**config.mk**
```make
export PLATFORM = sky130hd
export DESIGN_NAME = rx_err_irq_mute
export DESIGN_NICKNAME = d
export VERILOG_FILES = /design/src/rtl/rx_err_irq_mute.sv
export SDC_FILE = /design/constraint.sdc
export NUM_CORES = 1
export LEC_CHECK = 0
export BUFFER_PORTS_ARGS = -buffer_cell sky130_fd_sc_hd__buf_2
export CORE_MARGIN = 2
export CORE_UTILIZATION = 50
export DETAILED_ROUTE_END_ITERATION = 10
export MAX_ROUTING_LAYER = met4
export PLACE_DENSITY_LB_ADDON = 0.05
export RECOVER_POWER = 50
export SLEW_MARGIN = 5
export SYNTH_ARGS = -nofsm -noshare
export SYNTH_HDL_FRONTEND = slang
export SYNTH_SLANG_ARGS = --single-unit
```
**constraint.sdc**
```tcl
create_clock -name clk -period 2.45 [get_ports clk]
set_clock_uncertainty 0.1 [all_clocks]
set_input_delay 0.6125 -clock clk [delete_from_list [all_inputs] [get_ports clk]]
set_output_delay 0.6125 -clock clk [all_outputs]
set_load 0.005 [all_outputs]
```
**src/rtl/rx_err_irq_mute.sv**
```systemverilog
module rx_err_irq_mute #(
  parameter int DW = 24,
  parameter int HOLD_BASE = 512,
  localparam int LIM_MAX = HOLD_BASE * 8,
  localparam int CW = $clog2(LIM_MAX + 1)
) (
  input  logic          clk,
  input  logic          rst_n,
  input  logic          fs_tick,
  input  logic          serial_mode,
  input  logic [1:0]    hold_sel,
  input  logic [7:0]    irq_mask,
  input  logic          ev_unlock,
  input  logic          ev_parity,
  input  logic          ev_nonpcm,
  input  logic          ev_audio,
  input  logic          ev_valid,
  input  logic          ev_qsub,
  input  logic          ev_cschg,
  input  logic          ev_dat,
  input  logic          rd_stb,
  input  logic [DW-1:0] sdata_in,
  output logic          int0,
  output logic          int1,
  output logic [DW-1:0] sdata_out,
  output logic          vout,
  output logic [4:0]    rt_status,
  output logic [2:0]    sticky_status
);
  localparam logic [7:0] GRP0 = 8'b0001_0011;
  localparam logic [7:0] GRP1 = 8'b1110_1100;

  logic [2:0]    sticky_q;
  logic          stretch;
  logic [CW-1:0] cnt;
  logic [DW-1:0] last_good;
  logic [7:0]    evs;
  logic          fixed_grp, src0, src1, clean;
  logic [CW-1:0] lim;

  assign evs = {sticky_q, ev_valid, ev_audio, ev_nonpcm, ev_parity, ev_unlock};
  assign fixed_grp = !serial_mode || ev_unlock;
  assign src0 = fixed_grp ? (ev_unlock | ev_parity) : |(evs & ~irq_mask & GRP0);
  assign src1 = fixed_grp ? (ev_nonpcm | ev_audio) : |(evs & ~irq_mask & GRP1);
  assign lim = serial_mode ? (CW'(HOLD_BASE) << hold_sel) : CW'(HOLD_BASE * 2);

  always_ff @(posedge clk) begin
    if (!rst_n) begin
      stretch <= 1'b0;
      cnt     <= '0;
    end else if (src0) begin
      stretch <= 1'b1;
      cnt     <= '0;
    end else if (stretch && fs_tick) begin
      if (cnt >= lim - CW'(1)) begin
        stretch <= 1'b0;
        cnt     <= '0;
      end else begin
        cnt <= cnt + CW'(1);
      end
    end
  end

  assign int0 = src0 | stretch;
  assign int1 = src1;

  always_ff @(posedge clk) begin
    if (!rst_n) sticky_q <= '0;
    else        sticky_q <= (rd_stb ? 3'b000 : sticky_q) | {ev_dat, ev_cschg, ev_qsub};
  end

  assign sticky_status = sticky_q;
  assign rt_status = {ev_valid, ev_audio, ev_nonpcm, ev_parity, ev_unlock};

  assign clean = !ev_unlock && !ev_parity;

  always_ff @(posedge clk) begin
    if (!rst_n)     last_good <= '0;
    else if (clean) last_good <= sdata_in;
  end

  assign sdata_out = ev_unlock ? '0 : (ev_parity ? last_good : sdata_in);
  assign vout = ev_valid & ~ev_unlock;


  unlock_mute_chk: assert property (@(posedge clk) disable iff (!rst_n)
    ev_unlock |-> (sdata_out == '0 && !vout));


  parity_hold_chk: assert property (@(posedge clk) disable iff (!rst_n)
    (ev_parity && !ev_unlock && $past(ev_parity && !ev_unlock)) |-> $stable(sdata_out));


  int0_hold_chk: assert property (@(posedge clk) disable iff (!rst_n)
    (int0 && !fs_tick) |=> int0);


  int0_fall_tick_chk: assert property (@(posedge clk) disable iff (!rst_n)
    $fell(int0) |-> $past(fs_tick));


  sticky_set_chk: assert property (@(posedge clk) disable iff (!rst_n)
    ev_dat |=> sticky_status[2]);


  sticky_clear_chk: assert property (@(posedge clk) disable iff (!rst_n)
    (rd_stb && !ev_qsub) |=> !sticky_status[0]);
endmodule

```
Yosys cells after proc, flatten, opt, wreduce, memory -nomap -nowiden:

Cells that the tools add are included.

* register bits after elaboration: 41
* latch bits: 0
* RAM bits: 0
* bits in read-only memories: 0
* input port bits: 47
* output and inout port bits: 35
* word-level logic and storage cells: 39
* memories kept: 0

* $add $sub $neg: 2
* multipliers: 0
* div/mod/pow operators: 0
* $lt $le $gt $ge: 1
* equal/unequal tests: 0
* shift operators: 1
* multiplexer cells: 10
* bitwise gates (word level): 9
* reductions and logical operators: 12

Operator list (count)
* 24-bit 2-to-1 mux: 2
* 13-bit 2-to-1 mux: 2
* 13-bit by 1-bit adder with 13-bit output, second input constant: 1
* 13-bit >= comparator: 1
* 10-bit by 2-bit << shifter with 13-bit output, first input constant: 1
* 13-bit by 1-bit subtractor with 13-bit output, second input constant: 1
* 8-bit AND: 1
* 8-bit NOT: 1
* 1-bit 2-to-1 mux: 5
* 5-bit OR reduction: 1
* 2-bit nonzero test: 2
* 1-bit zero test: 3
* 3-bit 2-to-1 mux: 1
* 1-bit OR: 3
* 3-bit OR: 1
* 3-bit OR reduction: 1
* 1-bit logical AND: 2
* 1-bit NOT: 2
* 2-bit AND reduction: 1
* 2-bit OR reduction: 1
* 1-bit AND: 1
* 1-bit logical OR: 1

Longest topological paths before layout:

* word-level depth: 7
* gate-level depth with buffers: 7

Worst setup path after synthesis:

Ideal clock, no wire load.

* path type: input-to-reg
* start point: in serial_mode
* end point: reg cnt[3]
* setup time: 0.132 ns
* arrival: 1.898 ns
* data required time: 2.218 ns
* slack: 0.320 ns
* cell stages on the path: 7
* buffers on the path: 0
* cell sequence: nor3b_1 ha_1 nand4_1 nor4_4 nor3_2 a41oi_1 a311oi_1

* cells in the longest elaborated chain, start to end: 4

RTL lines
* from (decl): line 10 `input logic serial_mode,`
* 13-bit 2-to-1 mux / 1-bit zero test (equally long branches): line 45, 42
* 13-bit by 1-bit subtractor with 13-bit output / 1-bit logical OR (equally long branches): line 55, 42
* 13-bit >= comparator / 1-bit 2-to-1 mux (equally long branches): line 55, 43
* 13-bit 2-to-1 mux / 2-bit OR reduction (equally long branches)
* to (signal assigned): line 59 `cnt <= cnt + CW'(1);`
* to (decl): line 35 `logic [CW-1:0] cnt;`

Parallel ways exist; a longest one is shown, timed or not.
A chain may end at the register's enable or synchronous reset.

Final worst setup path:

Ends and elaborated chain as after synthesis.

==> impl_metrics.py <==
metrics = {
    "run_status": {
        "outcome": "complete, no violations",
    },
    "grt": {
        "grt_max_degree": 29,
        "initial_antenna_violation_count": 0,
        "gr-usage-all-layers": 0.202,
        "vias_in_the_first_global_route": 1919,
        "global_route.overflow_total": 0,
        "grt_first_pass_wirelength_um": 8100,
    },
    "die": {
        "fp.dieW_um": 72.2,
        "die_area_um2": 5220,
        "row_count": 24,
        "ios": 82,
        "placeableCoreArea_um2": 4410,
        "start_util": 0.527,
        "die_h_um": 72.2,
    },
    "sta": {
        "worst_slew_margin_rel": 0.328,
        "whs_ps": 369,
        "timing_hold_violations_final": 0,
        "report.final.slew_viol_count": 0,
        "report.final.setup_viol": 0,
        "worst-slew-pin-transition_ps": 1010,
        "worst_slack_ps": 199,
        "part_of_the_cycle_the_worst_path_needs": 0.919,
        "fmax_mhz": 444,
        "unrepaired_setup_endpoints_after_global_routing": "no",
        "finalCriticalPeriod_ps": 2250,
    },
    "yosys": {
        "synth_edf_count": 0,
        "gate_count_of_the_mapped_netlist": 291,
        "synthDominantCellAreaShare": 0.353,
        "postSynth.topFlopCell": "sky130_fd_sc_hd__dfxtp_1",
        "flip_flop_and_latch_count_after_synthesis": 41,
        "yosys-top-cells-count": "sky130_fd_sc_hd__nand2_1 (63), sky130_fd_sc_hd__dfxtp_1 (41), sky130_fd_sc_hd__nor2_1 (34)",
        "synth.cell_area_um2": 2330,
        "yosys_warnings": 0,
        "ys_seq_area_frac": 0.353,
        "synthDistinctLibCells": 46,
        "yosys.area.top_type": "sky130_fd_sc_hd__dfxtp_1",
        "yosysMostFrequentCell": "sky130_fd_sc_hd__nand2_1",
        "ys_top_cells_by_area": "sky130_fd_sc_hd__dfxtp_1 (35%), sky130_fd_sc_hd__mux2i_1 (11%), sky130_fd_sc_hd__nand2_1 (10%)",
        "synth_fp_nets": 343,
        "postSynthAreaPerCell_um2": 8.00,
        "ys_async_sr_fraction": 0,
    },
    "finish": {
        "drive_above_1_share": 0.272,
        "antenna-diode-count": 0,
        "non_filler_cells_in_the_finished_layout": 420,
        "sequential_cell_area_um2": 821,
        "finalNetCount": 419,
        "layout_overhead_on_the_synthesized_area_pct": 23.2,
        "fill_cells": 385,
        "multi_input_comb_area_um2": 1380,
    },
    "clock_network": {
        "tritoncts_clock_tree": "done",
        "cts_htree_levels": 2,
        "cts_hold_buffers": 0,
        "post-cts-setup-buffer-count": 0,
        "clkLatencyLatePin_ps": 290,
        "cts.clk_slew.worst_paths_ps": 80,
        "clock-sinks": 41,
        "tritoncts.num_buffers": 5,
        "clockRootBuffer": "sky130_fd_sc_hd__clkbuf_8",
        "buffer_levels_on_the_longest_clock_path": 2,
        "cts_repair_resize_count": 0,
    },
    "drt": {
        "number_of_optimization_iterations_in_the_first_detailed_route_pass": 4,
        "initialDrtViolationCount": 86,
        "wirelength_um": 5130,
        "route.detailed.wl_per_inst_um": 12.2,
        "dr_drc_count": 0,
        "detail-route-antenna-nets": 0,
        "vias": 2206,
        "vias_per_cell": 5.25,
    },
    "power_and_ir_drop": {
        "pwr_density_cell_nw_per_um2": 515,
        "vdd_ir_drop_max_mv": 0.395,
        "cellLeakagePower_nw": 1.26,
    },
    "worst_setup_path": {
        "worst-endpoint-required_ps": 2520,
        "crit_path_start_kind": "input port",
        "cp_slowest_cell": "sky130_fd_sc_hd__nor4_2",
        "endpoint_kind": "flip-flop",
        "timing.critical_path.cells": "buf_2, nor3b_1, ha_1, nand4_1, nor4_2, nor3_2, a41oi_1, a311oi_1",
        "crit_arrival_ps": 2320,
        "critical_path.n_buffers_inverters": 1,
        "highest_cell_delay_on_the_worst_timing_path_ps": 530,
        "cell_class_contributing_the_biggest_share_of_worst_path_delay": "simple AND/OR/NAND/NOR gates",
        "critical_path_class": "in2reg",
        "worst-path-max-fanout": 6,
    },
    "placed_design": {
        "gp_congestion": 0.912,
        "dp.final_hpwl_um": 3750,
        "port-buffer-count": 80,
        "placed_cells": 412,
        "preCtsSetupSlack_ps": -74.7,
    },
    "job": {
        "maxCapViolCount": 0,
    },
    "hold_path": {
        "hold_crit_path_type": "reg2reg",
    },
}
[sequential cells by signal, indices dropped and copies added, names as in the netlist]
signal,cells
last_good,24
stretch,1
cnt,13
sticky_status,3
[metrics by stage]
step	instance area, um^2	util	TNS [ps]	power [W]
after floorplan	2330	-	0	0.000841
after global placement	2780	0.629	0	0.000936
after detailed placement	2780	0.629	-98.1	0.000939
after CTS	2890	0.656	0	0.00150
after global routing	2870	0.650	0	0.00155
final	2870	0.650	0	0.00148
[power breakdown]
group	leakage, nW	switching (W)	internal (W)
sequential	0.334	0.0000115	0.000689
combinational	0.871	0.000112	0.000106
clock	0.0585	0.000228	0.000332
total	1.26	0.000351	0.00113
[layer usage]
layer  part of all wire  global-route usage  wire length [um]
met2               0.45               0.329              2330
met3              0.059              0.0403               302
met5                  0                   -                 0
met1               0.47               0.245              2420
met4              0.015              0.0818                79
[worst register-to-register path: cells and delay by family (launching register included)]
kind	cells	cell delay, ps
adder cells (fa/ha/maj)	1	300
flip-flops	1	350
AND/OR/NAND/NOR	3	890
AO/OA/AOI/OAI	2	340
[placed cells by master (no fill, tap or decap), types with 4 or more instances in the layout]
master	instances
sky130_fd_sc_hd__nand4_1	4
sky130_fd_sc_hd__nor2_1	34
sky130_fd_sc_hd__buf_4	6
sky130_fd_sc_hd__a21oi_1	10
sky130_fd_sc_hd__nand2_1	63
sky130_fd_sc_hd__a311oi_1	4
sky130_fd_sc_hd__mux2i_1	25
sky130_fd_sc_hd__clkbuf_8	6
sky130_fd_sc_hd__dfxtp_1	41
sky130_fd_sc_hd__o21ai_0	5
sky130_fd_sc_hd__clkbuf_1	9
sky130_fd_sc_hd__buf_2	75
sky130_fd_sc_hd__nand3_1	5
sky130_fd_sc_hd__nor2b_1	7
sky130_fd_sc_hd__a21boi_0	25
sky130_fd_sc_hd__ha_1	5
[cell families after synthesis]
logic type                 Yosys count  synth area share
and+or+nand+nor                    134             0.274
adders and majority gates            5            0.0269
DFF                                 41             0.353
xor gates and xnor gates             4            0.0151
other                                1           0.00161
muxes                               25             0.108
buffers and inverters               24            0.0489
AOI/OAI and AO/OA                   57             0.173
[final timing paths]
| kind | cells after the start | from | endpoint | slack, ps |
|---|---|---|---|---|
| worst max-delay path | 8 | serial_mode | cnt[3] | 200 |
| worst min-delay path | 2 | last_good[19] | last_good[19] | 370 |
| worst max register to register | 6 | cnt[11] | cnt[3] | 360 |
| worst min register to register | 2 | last_good[19] | last_good[19] | 370 |
[final cells by class]
type | count | share of cell area
Multi-Input combinational cell | 226 | 0.483
Inverter | 3 | 0.00393
Timing Repair Buffer | 90 | 0.164
Clock buffer | 7 | 0.0301
Tap cell | 52 | 0.0227
Clock inverter | 1 | 0.0105
Sequential cell | 41 | 0.286
(Power assumes the default switching activity.)
